`src/rtl/irqa_pkg.sv`:
```
package irqa_pkg;

  typedef enum logic [1:0] {
    LVL_NONE = 2'd0,
    LVL_LOW  = 2'd1,
    LVL_HIGH = 2'd2,
    LVL_TOP  = 2'd3
  } irq_lvl_e;

  // Map a two-bit software level code onto the internal ordered level.
  function automatic irq_lvl_e code_to_lvl(input logic [1:0] code);
    case (code)
      2'b00:   return LVL_LOW;
      2'b01:   return LVL_HIGH;
      default: return LVL_TOP;
    endcase
  endfunction

endpackage

```
`src/rtl/irqa_lvl_cfg.sv`:
```
module irqa_lvl_cfg
  import irqa_pkg::*;
#(
  parameter int N_SRC = 10,
  localparam int CFG_W = 2 * N_SRC
) (
  input  logic             clk,
  input  logic             rst,
  input  logic             we,
  input  logic [CFG_W-1:0] wdata,
  output logic [CFG_W-1:0] lvl_flat
);

  for (genvar g = 0; g < N_SRC; g++) begin : g_line
    irq_lvl_e lvl_q;

    always_ff @(posedge clk) begin
      if (rst)     lvl_q <= LVL_LOW;
      else if (we) lvl_q <= code_to_lvl(wdata[2*g +: 2]);
    end

    assign lvl_flat[2*g +: 2] = lvl_q;
  end

endmodule

```
`src/rtl/irqa_pick.sv`:
```
module irqa_pick #(
  parameter int N_SRC = 10,
  localparam int IDX_W = (N_SRC > 1) ? $clog2(N_SRC) : 1
) (
  input  logic [N_SRC-1:0]   cand,
  input  logic [2*N_SRC-1:0] lvl_flat,
  output logic               win_valid,
  output logic [IDX_W-1:0]   win_idx,
  output logic [1:0]         win_lvl
);

  logic [1:0] lvl_arr [N_SRC];

  for (genvar g = 0; g < N_SRC; g++) begin : g_split
    assign lvl_arr[g] = lvl_flat[2*g +: 2];
  end

  // Scan from the highest index down. A later (lower-index) line replaces
  // the current best when its level is equal or higher, so among equal
  // levels the lowest index remains.
  always_comb begin
    win_valid = 1'b0;
    win_idx   = '0;
    win_lvl   = 2'd0;
    for (int i = N_SRC - 1; i >= 0; i--) begin
      if (cand[i] && (lvl_arr[i] >= win_lvl)) begin
        win_valid = 1'b1;
        win_idx   = IDX_W'(i);
        win_lvl   = lvl_arr[i];
      end
    end
  end

endmodule

```
`src/rtl/irqa_lvl_stack.sv`:
```
module irqa_lvl_stack #(
  parameter int DEPTH = 3,
  localparam int CNT_W = $clog2(DEPTH + 1),
  localparam int PTR_W = (DEPTH > 1) ? $clog2(DEPTH) : 1
) (
  input  logic       clk,
  input  logic       rst,
  input  logic       push,
  input  logic [1:0] push_lvl,
  input  logic       pop,
  output logic [1:0] top_lvl,
  output logic       full,
  output logic       empty
);

  logic [1:0]       mem [DEPTH];
  logic [CNT_W-1:0] cnt;
  logic [CNT_W-1:0] cnt_m1;

  assign full   = (cnt == CNT_W'(DEPTH));
  assign empty  = (cnt == '0);
  assign cnt_m1 = cnt - CNT_W'(1);

  // Storage carries no reset; only the fill count does.
  always_ff @(posedge clk) begin
    if (push && !full) mem[cnt[PTR_W-1:0]] <= push_lvl;
  end

  always_ff @(posedge clk) begin
    if (rst)                 cnt <= '0;
    else if (pop && !empty)  cnt <= cnt_m1;
    else if (push && !full)  cnt <= cnt + CNT_W'(1);
  end

  assign top_lvl = empty ? 2'd0 : mem[cnt_m1[PTR_W-1:0]];

endmodule

```
`src/rtl/irq_level_arbiter.sv`:
```
module irq_level_arbiter #(
  parameter int N_SRC       = 10,
  parameter int STACK_DEPTH = 3,
  parameter int ADDR_W      = 20,
  parameter int VEC_BASE    = 3,
  parameter int VEC_STEP    = 8,
  localparam int IDX_W = (N_SRC > 1) ? $clog2(N_SRC) : 1,
  localparam int CFG_W = 2 * N_SRC
) (
  input  logic              clk,
  input  logic              rst,
  input  logic              gie,
  input  logic [N_SRC-1:0]  src_en,
  input  logic [N_SRC-1:0]  src_pend,
  input  logic              cfg_we,
  input  logic [CFG_W-1:0]  cfg_wdata,
  input  logic              irq_take,
  input  logic              reti,
  output logic              irq_req,
  output logic              ack_valid,
  output logic [ADDR_W-1:0] ack_vec,
  output logic [1:0]        ack_lvl,
  output logic [1:0]        cur_lvl
);

  logic [CFG_W-1:0] lvl_flat;
  logic [N_SRC-1:0] cand;
  logic             win_valid;
  logic [IDX_W-1:0] win_idx;
  logic [1:0]       win_lvl;
  logic             stk_full;
  logic             stk_empty;
  logic             qualify;
  logic             accept;
  logic             pop;

  irqa_lvl_cfg #(.N_SRC(N_SRC)) u_cfg (
    .clk      (clk),
    .rst      (rst),
    .we       (cfg_we),
    .wdata    (cfg_wdata),
    .lvl_flat (lvl_flat)
  );

  assign cand = gie ? (src_en & src_pend) : '0;

  irqa_pick #(.N_SRC(N_SRC)) u_pick (
    .cand      (cand),
    .lvl_flat  (lvl_flat),
    .win_valid (win_valid),
    .win_idx   (win_idx),
    .win_lvl   (win_lvl)
  );

  assign qualify = win_valid && (win_lvl > cur_lvl) && !stk_full;
  assign pop     = reti && !stk_empty;
  assign accept  = irq_take && qualify && !reti;

  irqa_lvl_stack #(.DEPTH(STACK_DEPTH)) u_stack (
    .clk      (clk),
    .rst      (rst),
    .push     (accept),
    .push_lvl (win_lvl),
    .pop      (pop),
    .top_lvl  (cur_lvl),
    .full     (stk_full),
    .empty    (stk_empty)
  );

  always_ff @(posedge clk) begin
    if (rst) begin
      irq_req   <= 1'b0;
      ack_valid <= 1'b0;
      ack_vec   <= '0;
      ack_lvl   <= 2'd0;
    end else begin
      irq_req   <= qualify;
      ack_valid <= accept;
      if (accept) begin
        ack_vec <= ADDR_W'(VEC_BASE) + ADDR_W'(VEC_STEP) * ADDR_W'(win_idx);
        ack_lvl <= win_lvl;
      end
    end
  end

endmodule

```
`config.mk`:
```
export PLATFORM = sky130hd
export DESIGN_NAME = irq_level_arbiter
export DESIGN_NICKNAME = d
export VERILOG_FILES = /design/src/rtl/irqa_pkg.sv /design/src/rtl/irqa_lvl_cfg.sv /design/src/rtl/irqa_pick.sv /design/src/rtl/irqa_lvl_stack.sv /design/src/rtl/irq_level_arbiter.sv
export SDC_FILE = /design/constraint.sdc
export NUM_CORES = 1
export LEC_CHECK = 0
export BUFFER_PORTS_ARGS = -buffer_cell sky130_fd_sc_hd__buf_2
export CAP_MARGIN = 20
export CORE_MARGIN = 3
export CORE_UTILIZATION = 40
export CTS_CLUSTER_DIAMETER = 30
export DETAILED_ROUTE_END_ITERATION = 12
export HOLD_SLACK_MARGIN = 0.1
export PLACE_DENSITY = 0.67
export SLEW_MARGIN = 20
export SYNTH_ARGS = -nofsm -noshare
export SYNTH_HDL_FRONTEND = slang
export SYNTH_SLANG_ARGS = --single-unit
export TNS_END_PERCENT = 100
```
`constraint.sdc`:
```
create_clock -name clk -period 43.1 [get_ports clk]
set_input_delay 10.775 -clock clk [delete_from_list [all_inputs] [get_ports clk]]
set_output_delay 10.775 -clock clk [all_outputs]
set_load 0.02 [all_outputs]
```
Word level (Yosys, flattened, before mapping) --
Memory sizes are Yosys's and may differ from the RTL's. Index checks and enable logic that the tools add are counted. Widths: inputs -> output; s select.
Word-level totals: memories 1, bits of input ports 46, register bits 46, word-level logic and storage cells 120, bits in writable memories 6, output and inout port bits 26
Operators by class: eq/ne operators 11, muxes and demuxes 46, reduce and logical (&&, ||, !) cells 32, bitwise operators 1, add/subtract/negate cells 3, $lt $le $gt $ge 11
Memories:
- u_stack.mem | depth 3, width 2, rd ports 1, clocked after Yosys merged registers in 0, wr ports 1, RTL line irqa_lvl_stack.sv:16 | logic [1:0] mem [DEPTH];
Operator list (number):
- $mux 4 | 10
- $pmux 2 s2 | 10
- $mux 2 | 13
- $logic_not 2->1 | 11
- $eq 2x1->1 const B | 10
- $ge 2x2->1 | 9
- $logic_and 1x1->1 | 17
- $mux 1 | 12
- $and 10x10->10 | 1
- $mux 10 | 1
- $add 2x7->8 const A | 1
- $logic_not 1->1 | 3
- $add 2x1->2 const B | 1
- $eq 2x2->1 const B | 1
- $ge 2x1->1 const B | 1
- $gt 2x2->1 | 1
- $reduce_bool 2->1 | 1
- $sub 2x1->2 const B | 1

Logic depth before layout (Yosys ltp) --
Gate-level depths: netlist (run 1).
depth in word-level cells 39, depth in mapped cells 70

Modules after synthesis --
Synthesis (run 1) repeated with hierarchy kept, for this count alone.
Second synthesis, totals: cell total of the unflattened synthesis 313, area, all modules 2732.6 µm²
Modules (own cells, without submodules):
- irqa_pick | times used 1, seq. area each 0.0 µm², cells each 125, area each 878.3 µm²
- irqa_lvl_cfg | times used 1, seq. area each 400.4 µm², cells each 87, area each 828.3 µm²
- irq_level_arbiter | times used 1, seq. area each 180.2 µm², cells each 69, area each 618.1 µm²
- irqa_lvl_stack | times used 1, seq. area each 220.2 µm², cells each 32, area each 407.9 µm²

Least setup slack after synthesis (run 1) --
Ideal clock, no wire load.
kind input to register, from in gie, to mem u_stack.mem[0][0], enable pin, arrival time 22.024 ns, setup slack 20.778 ns, library setup time 0.297 ns, stages 66, required time 42.803 ns, cell sequence and3_2 > and2_1 > ha_1 > nand2b_1 > a21o_1 > and2_1 > mux2_2 > ha_1 > nor2b_1 > nor2b_1 > a211oi_1 > a211oi_2 > mux2_2 > ha_1 > nand2b_1 > nand2_1 > or2_2 > and2_1 > [30 not listed] > a31oi_1 > a31oi_1 > ha_1 > nand2b_1 > a21oi_1 > nand4b_1 > inv_1 > a21oi_1 > and3b_1 > clkbuf_1 > nand2_1 > nand2_1 > ha_1 > a211oi_1 > nand3b_1 > a31oi_1 > buf_2 > and2_1
Between the ends: cells in the longest elaborated chain, start to end 38, elaborated cells between the ends (all ways) 48, classes of those cells order compare: 10; mux: 23; reduce/logical: 15
RTL lines:
- start, declared | RTL line irq_level_arbiter.sv:12 | input logic gie,
- $mux 10 * | RTL line irq_level_arbiter.sv:45 | assign cand = gie ? (src_en & src_pend) : '0;
- $logic_and 1x1->1 | RTL line irqa_pick.sv:26 | if (cand[i] && (lvl_arr[i] >= win_lvl)) begin
- $mux 2 | RTL line irqa_pick.sv:26
- $ge 2x2->1 | RTL line irqa_pick.sv:26
- $logic_and 1x1->1 | RTL line irqa_pick.sv:26
- $mux 2 | RTL line irqa_pick.sv:26
- $ge 2x2->1 | RTL line irqa_pick.sv:26
- $logic_and 1x1->1 | RTL line irqa_pick.sv:26
- [20 not listed]
- $logic_and 1x1->1 | RTL line irqa_pick.sv:26
- $mux 2 | RTL line irqa_pick.sv:26
- $gt 2x2->1 | RTL line irq_level_arbiter.sv:55 | assign qualify = win_valid && (win_lvl > cur_lvl) && !stk_full;
- $logic_and 1x1->1 * (2 in series) | RTL line irq_level_arbiter.sv:55
- $logic_and 1x1->1 * (2 in series) | RTL line irq_level_arbiter.sv:57 | assign accept = irq_take && qualify && !reti;
- $logic_and 1x1->1 * | RTL line irqa_lvl_stack.sv:26 | if (push && !full) mem[cnt[PTR_W-1:0]] <= push_lvl;
- $mux 1 * | RTL line irqa_lvl_stack.sv:26
- $mux 1 (implied by the code) * | RTL line irqa_lvl_stack.sv:26
- end, declared | RTL line irqa_lvl_stack.sv:16
Mark *: on every way between the ends. The rest lies on a longest branch, timed or not.

Worst setup path after layout (run 1) --
from in gie, to mem u_stack.mem[1][0], enable pin
The elaborated chain is that of the path after synthesis.

==> results list, run 1 <==
* Overall track demand over capacity in global routing: 16.3%
* Router iterations before antenna repair: 4
- Clock-pin slew was measured on the worst setup and hold paths at 80 ps.
- For this run, design rule violations remaining after detail routing come to 0.
- In this run the critical register-to-register path is launched from u_cfg.g_line[8].lvl_q[0].
- The largest single stage delay on the critical path is 670 ps.
* N_diodes: 0
- Yosys instantiated no cell more often than sky130_fd_sc_hd__nor2_1.
* WL final: 5.73 mm
- TritonCTS built the clock tree.
* Number of storage elements in the synthesis netlist: 37
* Count of flip-flops with a built-in enable after synthesis: 6
* Worst slew margin relative to its limit: 42.6%
* Path type of the worst min-delay path: reg2reg
- Across the routed clock network, the largest skew measured is 5.45 ps.
- Summing the areas of all fa, ha and maj instances in the mapped netlist gives 9.26% of the synthesized area.
- The run finished with clean final reports.
* Setup repair after global routing missed its margin: false
- Vias after detailed routing: 2285
- The clock tree synthesis step divided the H-tree into 2 levels.
* Final global-route overflow total: 0
- In the final design database the tool counted 425 nets.
- Pin placement for this block handled 72 I/O pins.
* Pwr per Cell Area: 36.4 nW/µm²
- DRT iter0 DRCs: 101
- Slew @ Worst Pin: 857 ps
* Top area cells in the synthesized netlist: sky130_fd_sc_hd__dfxtp_1 (25%), sky130_fd_sc_hd__ha_1 (8.4%), sky130_fd_sc_hd__edfxtp_1 (7.1%)
- Fraction of synthesized area in multiplexers: 2.08%
- Post-Syn Instances: 311
- Dominant synthesized flop cell: sky130_fd_sc_hd__dfxtp_1
* Starting density of the core: 41.9%
- The synthesized netlist devotes 21.1% of its cell area to compound gates.
- The number of buffers and inverters on the critical path is 5.
- Yosys printed 0 warnings.
- The detail route stage leaves a number of antenna-violating nets equal to 0.
* GRT Max-Usage Layer: met2
* Met1 Resource Use GR: 22.5%
- Worst-case hold slack: 456 ps
- Hold repair after CTS inserted 0 buffers.
* Number of failing hold endpoints at the final stage: 0
- Relative to the synthesized area, the layout overhead comes to 14.0%.
* Library cell appearing most often on the critical path: sky130_fd_sc_hd__ha_1
* Worst IR Drop VDD: 0.0248 mV
- Entering global routing, the biggest net connects 41 pins.
* Worst setup SP type: primary input
- Timing would allow up to 41.8 MHz.
- sky130_fd_sc_hd__dfxtp_1 takes more of the synthesized area than any other cell.
* Layout cell share with drive strength beyond 1: 22.6%
- Signal arrival time at the worst endpoint: 23930 ps
* Post-route fraction of the period consumed by the critical path: 55.5%
- FFs w/ async S/R, synth: 0%
- Across the run, the number of max-cap violations was 0.
- Of the post-synthesis cell area, the dominant cell type holds 24.6%.
* Number of setup violations in the final report: 0
- # rows: 28
- The die is 85.5 µm tall.
- Largest family of logic cells by synthesized area: simple AND/OR/NAND/NOR gates
- Met3 global-route usage: 3.30%
- The first global-routing pass estimated 9.65 mm of wire.
- Routability cong.: 0.854
* Terminating pin of the worst hold path: ack_vec[3]
- The clock passes through at most 2 buffers.
* Worst Reg-to-Reg Cells: 63
- Highest fanout seen on the critical path: 16
* Post-synthesis sequential area ratio: 31.7%
- Top cell types by occurrence after synthesis: sky130_fd_sc_hd__nor2_1 (34), sky130_fd_sc_hd__dfxtp_1 (31), sky130_fd_sc_hd__nand2_1 (31)
* Number of resized instances in the post-cts repair step: 0
- Counting every sink on the clock net gives 37.
- Slowest stage cell, crit path: sky130_fd_sc_hd__a31oi_1
- A synthesized cell averages 8.12 µm².
- Clock period minus worst slack: 23930 ps
- Total count of max-transition violations in the final report: 0
* Met2 Resource Use GR: 25.6%
* Number of stages on the worst hold path: 2
- Vias per cell: 5.22
- Detailed placement finished with a half-perimeter wire length of 4.65 mm.
- The die is 85.5 µm wide.
- The kind of cell with the highest combined delay along the critical path is compound AO/OA/AOI/OAI gates.
- Number of CTS-inserted buffers: 5
- Type of the worst setup path: in2reg
- The critical path runs through a total of 65 cells.
- In this run the clock root is driven by a sky130_fd_sc_hd__clkbuf_8.
- Initial antenna violation count: 0
- Area share of xor/xnor cells in the synthesized design: 0%
- Simple-gate area share of the yosys netlist: 26.4%
* Area of the core: 6030 µm²
- STA classifies the critical path endpoint as a flip-flop.
- Wire length per cell: 13.1 µm
- The number of global-route vias before repair came to 2094.
* Hold path startpoint: ack_vec[3]
- Netlist Area Pre-Place: 2530 µm²
- Post-synth cell types: 58
* Skew-Pair Late Insertion Delay: 290 ps
- After clock tree synthesis, the setup repair step added 0 buffers.
- Data required, critical path: 43110 ps
- Summed over all cells, the static leakage comes to 0.00135 µW.
* Final total negative setup slack: 0 ps
- Total die area: 7310 µm²
* Setup slack, reg-to-reg: 29840 ps
- During placement, the flow inserted port buffers numbering 57.
- The worst register-to-register path ends at u_stack.mem[1][0].
-- cell type report --
cell class	instances	area, µm²
inverters	20	75.1
clock buffers	5	68.8
multi-input cells	241	1540
fillers	610	3150
repair buffers	57	285
flip-flops and latches	37	801
clock inverters	3	17.5
well taps	75	93.8
-- layer usage --
metal  part of all wire (%)  wire length [µm]  vias up
met3                    5.1               294       10
li1                       -                 -     1188
met1                     49              2820     1022
met4                    1.6                93        0
met2                     44              2530       65
met5                      0                 0        -
-- state kept, by name (all words and copies together) (netlist names) --
register            flops
ack_lvl                 2
ack_vec                 5
ack_valid               1
u_stack.mem             6
u_cfg.g_line.lvl_q     20
irq_req                 1
u_stack.cnt             2
-- how the worst max path moves through the flow --
| stage | startpoint | end | slack, ps |
|---|---|---|---|
| finish | gie | u_stack.mem[1][0] | 19170 |
| global route | gie | u_stack.mem[0][0] | 18040 |
| CTS | gie | u_stack.mem[1][0] | 19300 |
| detailed placement | gie | u_stack.mem[1][0] | 19010 |
| global placement | gie | u_stack.mem[1][0] | 19410 |
| floorplan | gie | u_stack.mem[0][0] | 20780 |
-- metrics by stage --
| stage | setup slack [ps] | total power (µW) | cells | area [µm²] | utilization (%) |
|---|---|---|---|---|---|
| 2_1_floorplan | 20780 | 72.1 | 324 | 2570 | - |
| 3_3_place_gp | 19410 | 80.3 | 430 | 2790 | 46.4 |
| 3_5_place_dp | 19010 | 81.7 | 430 | 2790 | 46.4 |
| 4_1_cts | 19300 | 106 | 438 | 2880 | 47.8 |
| 5_1_grt | 18040 | 113 | 438 | 2880 | 47.8 |
| 6_report | 19170 | 105 | 438 | 2880 | 47.8 |
-- cell usage in the layout, fill, tap and decap left out, types with 2 or more instances in the layout --
cell type                   n
sky130_fd_sc_hd__or2_2      3
sky130_fd_sc_hd__nor2b_1    6
sky130_fd_sc_hd__buf_2     57
sky130_fd_sc_hd__mux2_2     2
sky130_fd_sc_hd__nand4_1    6
sky130_fd_sc_hd__nand3_1    9
sky130_fd_sc_hd__o21ai_0    6
sky130_fd_sc_hd__ha_1      17
sky130_fd_sc_hd__inv_1     20
sky130_fd_sc_hd__a211oi_2   2
sky130_fd_sc_hd__o22ai_1    6
sky130_fd_sc_hd__o211ai_1   2
sky130_fd_sc_hd__a21o_1     3
sky130_fd_sc_hd__a211oi_1  15
sky130_fd_sc_hd__clkbuf_8   5
sky130_fd_sc_hd__nand2b_1   7
sky130_fd_sc_hd__a211o_1    2
sky130_fd_sc_hd__dfxtp_1   31
sky130_fd_sc_hd__and2_1     7
sky130_fd_sc_hd__and3_1     8
sky130_fd_sc_hd__conb_1    14
sky130_fd_sc_hd__a31oi_1    5
sky130_fd_sc_hd__a21oi_1   16
sky130_fd_sc_hd__nand2_2    2
sky130_fd_sc_hd__nor3_1     2
sky130_fd_sc_hd__nand3b_1   5
sky130_fd_sc_hd__clkinv_2   2
sky130_fd_sc_hd__edfxtp_1   6
sky130_fd_sc_hd__mux2i_1    3
sky130_fd_sc_hd__nand4b_1   2
sky130_fd_sc_hd__nor2_1    34
sky130_fd_sc_hd__nand2_1   31
sky130_fd_sc_hd__o21a_1     2
-- tightest hold or removal path, cell delays in order (launching register included) --
cell,delay (ps)
sky130_fd_sc_hd__dfxtp_1,310
sky130_fd_sc_hd__nand2_1,50
sky130_fd_sc_hd__a21oi_1,50
-- cells by family after synthesis --
family                     count (synthesis)
muxes                                      5
and+or+nand+nor                          130
other                                      1
adders and majority gates                 19
DFF                                       37
buffers and inverters                     46
AOI/OAI and AO/OA                         73
-- power breakdown --
| group | switching, µW | internal (µW) | leakage [µW] |
|---|---|---|---|
| registers | 3.02 | 39.2 | 0.000309 |
| clock network | 13.1 | 11.2 | 0.0000439 |
| logic | 23.0 | 15.3 | 0.00100 |
| total | 39.2 | 65.7 | 0.00135 |
Note: power is estimated with default switching activity, not from simulation.
==> run 2, diff against run 1 <==
- PLACE_DENSITY: 0.67 -> 0.7
- clock period: 43.1 -> 21.5 ns (I/O delays scaled with it)
==> results list, run 2 (synthesis gave the netlist of run 1 again) <==
* Leakage power: 0.00137 µW
- Post-route worst setup slack: 2990 ps
- The final count of hold timing violations was 0.
* Pwr per Cell Area: 77.3 nW/µm²
- VDD sags by at most 0.0456 mV.
- After detailed routing, the total wire length is 6.13 mm.
- Pwr Total: 225 µW
- The critical path starts at gie.
- Per report_power, the sequential group accounts for 37.8% of the total.
- Global-route wire length before repair: 10.1 mm
* Die X-Extent: 85.5 µm
- Minimum setup slack after placement: 2910 ps
* Overall track demand over capacity in global routing: 17.0%
* Data required, critical path: 21510 ps
- Clock period minus worst slack: 18510 ps
- The clock network burns 27.6% of the power.
- Total die area: 7310 µm²
- Port Buffers: 57
* Number of CTS-inserted buffers: 5
- Vias after detailed routing: 2351
- The total area inside the core boundary comes to 6030 µm².
- Routability cong.: 0.845
- The pre-antenna-repair detailed-routing pass consisted of 5 iterations.
- Number of resized instances in the post-cts repair step: 0
* Signal arrival time at the worst endpoint: 18520 ps
- For the worst-skew pair, the clock arrives at the later sink with an insertion delay of 300 ps.
- Worst Reg-to-Reg Cells: 63
- The run finished with clean final reports.
* Final standard cell area without fillers: 2910 µm²
- Final routed DRC violation total: 0
- The clock net in this run drives a total of 37 sinks.
* Slew @ Worst Pin: 829 ps
- CTS tree: done
- The post-route netlist has 22.3% of its cells at a drive strength greater than 1.
- For this run, the slowest stage of the critical path takes 650 ps.
- Wire length per cell: 14.0 µm
- In this run the core area contains 28 standard-cell rows.
- In this run the remaining antenna-violating nets after routing total 0.
- The tree is rooted in a sky130_fd_sc_hd__clkbuf_8.
- Dividing the detail-routed via count by the number of cells gives 5.37.
- Net switching power of the design: 80.4 µW
- DRT iter0 DRCs: 128
* Post-layout utilization of the core: 48.2%
- The cell that appears most often on the critical path is sky130_fd_sc_hd__ha_1.
* Number of stages on the worst hold path: 2
- From synthesis to final layout, the design area changed by 15.0%.
- Worst path top cell family by delay: compound AO/OA/AOI/OAI gates
- CTS built an H-tree with a depth of 2.
- The critical path runs through a total of 65 cells.
* Number of setup violations in the final report: 0
- Among all stages on the critical path, the largest delay is contributed by sky130_fd_sc_hd__a31oi_1.
- The number of buffers and inverters on the critical path is 5.
* Post-route fraction of the period consumed by the critical path: 86.1%
* Number of I/O pins: 72
* Worst setup SP type: primary input
* Leading cell types in the layout, fill and taps excluded: sky130_fd_sc_hd__buf_2 (57), sky130_fd_sc_hd__nor2_1 (34), sky130_fd_sc_hd__nand2_1 (31), sky130_fd_sc_hd__dfxtp_1 (31), sky130_fd_sc_hd__inv_1 (20)
- Once detailed placement completed, the half-perimeter wirelength came to 4.87 mm.
- Worst slew margin relative to its limit: 44.5%
* Origin of the critical flop-to-flop path: u_cfg.g_line[9].lvl_q[0]
* Number of hold-repair buffers added at the cts stage: 0
- Final total negative setup slack: 0 ps
* Worst R2R End: u_stack.mem[0][1]
- Nets: 425
- Along the worst path, the maximum fanout reaches 16.
* Comb pwr share: 34.6%
- Post-CTS Setup Repair Bufs: 0
- Upper clock frequency limit: 54.0 MHz
- The startpoint identified for the worst hold timing path is ack_vec[4].
- N_diodes: 0
- Leaving out fill and tap cells, the most frequent cell in the layout is sky130_fd_sc_hd__buf_2.
- Entering global routing, the biggest net connects 41 pins.
- The number of global-route vias before repair was 2175.
- The internal portion of the total power is 144 µW.
* Initial antenna violation count: 0
- After global routing the overflow that remains totals 0.
- Once the floorplan was initialized, standard cells occupied 41.9% of the core.
- Net switching is 35.8% of the power.
- Type of the worst setup path: in2reg
* Max FFs per register: 20
- Final clock skew: 2.90 ps
- Largest register by flop count: u_cfg.g_line.lvl_q
- Setup slack, reg-to-reg: 8260 ps
- Max capacitance violation total: 0
- The clock passes through at most 2 buffers.
- Critical Path Sink Type: flip-flop
- The placed instances occupy a cell area of 2790 µm².
* Total count of max-transition violations in the final report: 0
- Setup repair after global routing left no endpoint under its margin.
- Path type of the worst min-delay path: reg2reg
* Destination of the critical timing path: u_stack.mem[0][1]
- The die is 85.5 µm tall.
- Clock-pin slew was measured on the worst setup and hold paths at 80 ps.
==> run 2: cell types whose count changed in the layout (fill, tap and decap cells not counted) <==
cell,previous run,this run
sky130_fd_sc_hd__clkinv_4,0,1
sky130_fd_sc_hd__clkinvlp_4,1,0
sky130_fd_sc_hd__clkbuf_1,0,1
sky130_fd_sc_hd__bufinv_16,0,1
sky130_fd_sc_hd__clkinv_2,2,0
==> run 2: through the flow <==
stage / instances / hold slack (ps)
3_3_place_gp: 430 / 439
2_1_floorplan: 324 / 436
4_1_cts: 438 / 458
6_report: 438 / 455
5_1_grt: 438 / 487
3_5_place_dp: 430 / 447
==> run 2: worst register-to-register path, delay by kind of cell, from the launching register on <==
kind | cells | cell delay [ps]
buf+inv | 4 | 310
flops | 1 | 310
compound gates | 22 | 4920
mux | 3 | 1030
fa+ha+maj | 11 | 2960
simple gates | 23 | 3420
==> run 2: final cells by class <==
cell class              instances  area [µm²]
flip-flops and latches         37         801
fillers                       617        3120
clock buffers                   6        72.6
inverters                      20        75.1
well taps                      75        93.8
multi-input cells             241        1540
clock inverters                 2        38.8
repair buffers                 57         285
==> run 2: power groups by stage <==
stage	Sequential [µW]	Clock, µW	Combinational, µW
6_report	84.9	62.1	77.7
5_1_grt	86.0	65.5	87.2
4_1_cts	84.8	63.1	77.9
3_5_place_dp	86.5	0	77.4
3_3_place_gp	86.2	0	75.0
2_1_floorplan	88.3	0	56.2
==> run 2: worst min path at each step <==
stage                               end  slack [ps]
5_1_grt                      ack_vec[6]         490
3_3_place_gp                 ack_vec[6]         440
2_1_floorplan  u_cfg.g_line[9].lvl_q[0]         440
3_5_place_dp                 ack_vec[4]         450
4_1_cts                      ack_vec[4]         460
6_report                     ack_vec[4]         460
==> run 2: layer usage <==
| metal | vias to the layer above | global-route usage, % | part of all wire, % |
|---|---|---|---|
| met5 | - | 0 | 0 |
| met4 | 0 | 5.61 | 1.8 |
| met3 | 10 | 2.91 | 5.3 |
| met2 | 77 | 27.1 | 46 |
| met1 | 1078 | 23.4 | 47 |
| li1 | 1186 | - | - |
==> run 3, diff against run 2 <==
- CORE_ASPECT_RATIO: unset -> 0.75
- CORE_MARGIN: 3 -> unset
- RECOVER_POWER: unset -> 25
==> results list, run 3 (synthesis gave the netlist of run 1 again) <==
- The run finished with clean final reports.
- Vertical extent of the die: 70.8 µm
- Antenna Nets Post-Route: 0
* Worst slew margin relative to its limit: 2.99%
- For hold timing, the worst endpoint is ack_vec[3].
* Upper clock frequency limit: 53.9 MHz
- After global routing, the most crowded layer is met1.
* Total count of max-transition violations in the final report: 0
* Number of failing hold endpoints at the final stage: 0
* Slew @ Worst Pin: 1460 ps
- The tightest min-delay check is of the reg2reg type.
* HPWL after detailed placement: 4.79 mm
- Syn-to-layout area delta: 14.5%
* Sw Ratio: 36.9%
- CTS built an H-tree with a depth of 2.
- DRT iter0 DRCs: 100
- Along the worst hold path, the cell count comes to 2.
* Post-CTS Setup Repair Bufs: 0
- The number of placed instances, taps included, is 433.
* Net switching power of the design: 79.3 µW
- The startpoint identified for the worst register-to-register timing path is u_cfg.g_line[8].lvl_q[0].
- Max capacitance violation total: 0
- Dividing total power by cell area gives a power density of 74.3 nW/µm².
* Met1 Resource Use GR: 28.4%
* Hold path startpoint: ack_vec[3]
- Max FFs per register: 20
* Worst setup SP type: primary input
- N_diodes: 0
- CTS tree: done
* WL final: 6.06 mm
* Port Buffers: 57
* Comb pwr share: 36.4%
- Clock share of power: 23.9%
- Leakage power: 0.00136 µW
- Largest register by flop count: u_cfg.g_line.lvl_q
* Number of I/O pins: 72
* Highest fanout seen on the critical path: 16
- Once the floorplan was initialized, standard cells occupied 42.5% of the core.
- Maximum number of pins on one net before global-route repair: 41
- Non-filler cells in the finished layout: 441
* Number of setup violations in the final report: 0
- Sequential cell fraction of total power: 39.7%
- The worst setup path is captured at a flip-flop.
- In this run the standard cell core region covers 5950 µm².
* Clk pin slew, worst setup/hold paths: 80 ps
* Via count of the first global-routing pass: 2079
- Minimum setup slack after placement: 2780 ps
- In the routed design, unresolved DRC markers number 0.
- Dividing the detail-routed wire length by the instance count gives 13.7 µm.
- Slowest stage cell, crit path: sky130_fd_sc_hd__a31oi_1
* Met3 global-route usage: 4.30%
* Clock period minus worst slack: 18540 ps
- At the end of routability-driven placement, the weighted congestion stood at 0.907.
- The worst-case IR drop observed on VDD is 0.0253 mV.
- Summed over all layers, the global routing overflow is 0.
- Router iterations before antenna repair: 4
- Root Driver: sky130_fd_sc_hd__clkbuf_8
* Type of the worst setup path: in2reg
- Vias after detailed routing: 2310
- Initial antenna violation count: 0
- Max clock buf depth: 2
- Delay of the slowest critical-path stage: 680 ps
- Leaving out fill and tap cells, the most frequent cells in the layout are sky130_fd_sc_hd__buf_2 (56), sky130_fd_sc_hd__nor2_1 (34), sky130_fd_sc_hd__nand2_1 (31), sky130_fd_sc_hd__dfxtp_1 (31), sky130_fd_sc_hd__inv_1 (20).
* Post-route fraction of the period consumed by the critical path: 86.2%
- Post-route worst setup slack: 2960 ps
- Final clock skew: 5.85 ps
* Die X-Extent: 93.8 µm
* Most common cell after layout, fill and taps aside: sky130_fd_sc_hd__buf_2
* Final total negative setup slack: 0 ps
- Data on the critical path is required at its endpoint by 21500 ps.
- On the critical path the largest part of the delay comes from compound AO/OA/AOI/OAI gates.
- The internal power of the cells totals 136 µW.
* Number of hold-repair buffers added at the cts stage: 0
* Worst Reg-to-Reg Cells: 64
- Signal arrival time at the worst endpoint: 18540 ps
- Vias per cell: 5.24
* Layout cell share with drive strength beyond 1: 22.3%
- Logic depth of the worst path, buffers included: 66
- After clock tree synthesis, the repair step resized 0 gates.
- In this run the register-to-register setup slack is 8230 ps.
- Fill cells: 592
- Met2 Resource Use GR: 27.9%
- The sequential cells in the finished layout cover a total of 801 µm².
- Global-route wire length before repair: 9.94 mm
* Library cell appearing most often on the critical path: sky130_fd_sc_hd__ha_1
* Number of CTS-inserted buffers: 5
- Area taken by multi-input logic gates: 1540 µm²
* Number of clock sinks: 37
- Worst R2R End: u_stack.mem[2][1]
* # rows: 24
* Nets: 425
* Total die area: 6640 µm²
* Setup repair after global routing missed its margin: false
- Clock latency on the worst-skew pair, taken at its later pin, is 290 ps.
* Overall track demand over capacity in global routing: 19.1%
- Critical path buffer and inverter count: 5
## run 3: cell count changes in the layout (fill, tap and decap cells not counted)
cell / change
sky130_fd_sc_hd__bufinv_16: -1
sky130_fd_sc_hd__clkbuf_8: +1
sky130_fd_sc_hd__clkinv_2: +1
sky130_fd_sc_hd__buf_2: -1
## run 3: power by group through the flow
stage | combinational [µW] | clock [µW] | sequential, µW
floorplan | 56.2 | 0 | 88.3
global placement | 75.3 | 0 | 86.8
detailed placement | 77.4 | 0 | 86.8
CTS | 78.0 | 52.9 | 85.2
global route | 86.3 | 56.2 | 86.2
finish | 78.2 | 51.4 | 85.4
## run 3: metal layers
metal | vias up | wire length [µm]
met5 | - | 0
met4 | 0 | 46
met3 | 4 | 512
met2 | 84 | 2460
met1 | 1032 | 3040
li1 | 1190 | -
## run 3: area by class of cell
type                    instances  area share (%)
multi-input cells             241            53.2
repair buffers                 57            9.82
clock inverters                 2           0.476
well taps                      78            3.37
flip-flops and latches         37            27.7
clock buffers                   6            2.85
inverters                      20            2.60
## run 3: worst max path at each step
stage / startpoint / endpoint / slack [ps]
detailed placement: gie / u_stack.mem[0][1] / 2780
floorplan: gie / u_stack.mem[0][0] / 4580
global route: gie / u_stack.mem[0][1] / 1890
global placement: gie / u_stack.mem[2][0] / 3150
finish: gie / u_stack.mem[2][1] / 2960
CTS: gie / u_stack.mem[0][1] / 3060
## run 3: tightest hold or removal path, stage by stage (launching register included)
cell,delay (ps)
sky130_fd_sc_hd__dfxtp_1,310
sky130_fd_sc_hd__nand2_1,50
sky130_fd_sc_hd__a21oi_1,50
## run 3: stage by stage
stage               hold slack (ps)  power (µW)  instance area, µm²  util [%]
global placement                448         162                2800      47.1
finish                          461         215                2890      48.7
CTS                             460         216                2890      48.7
detailed placement              449         164                2800      47.1
global route                    495         229                2890      48.7
floorplan                       436         144                2570         -
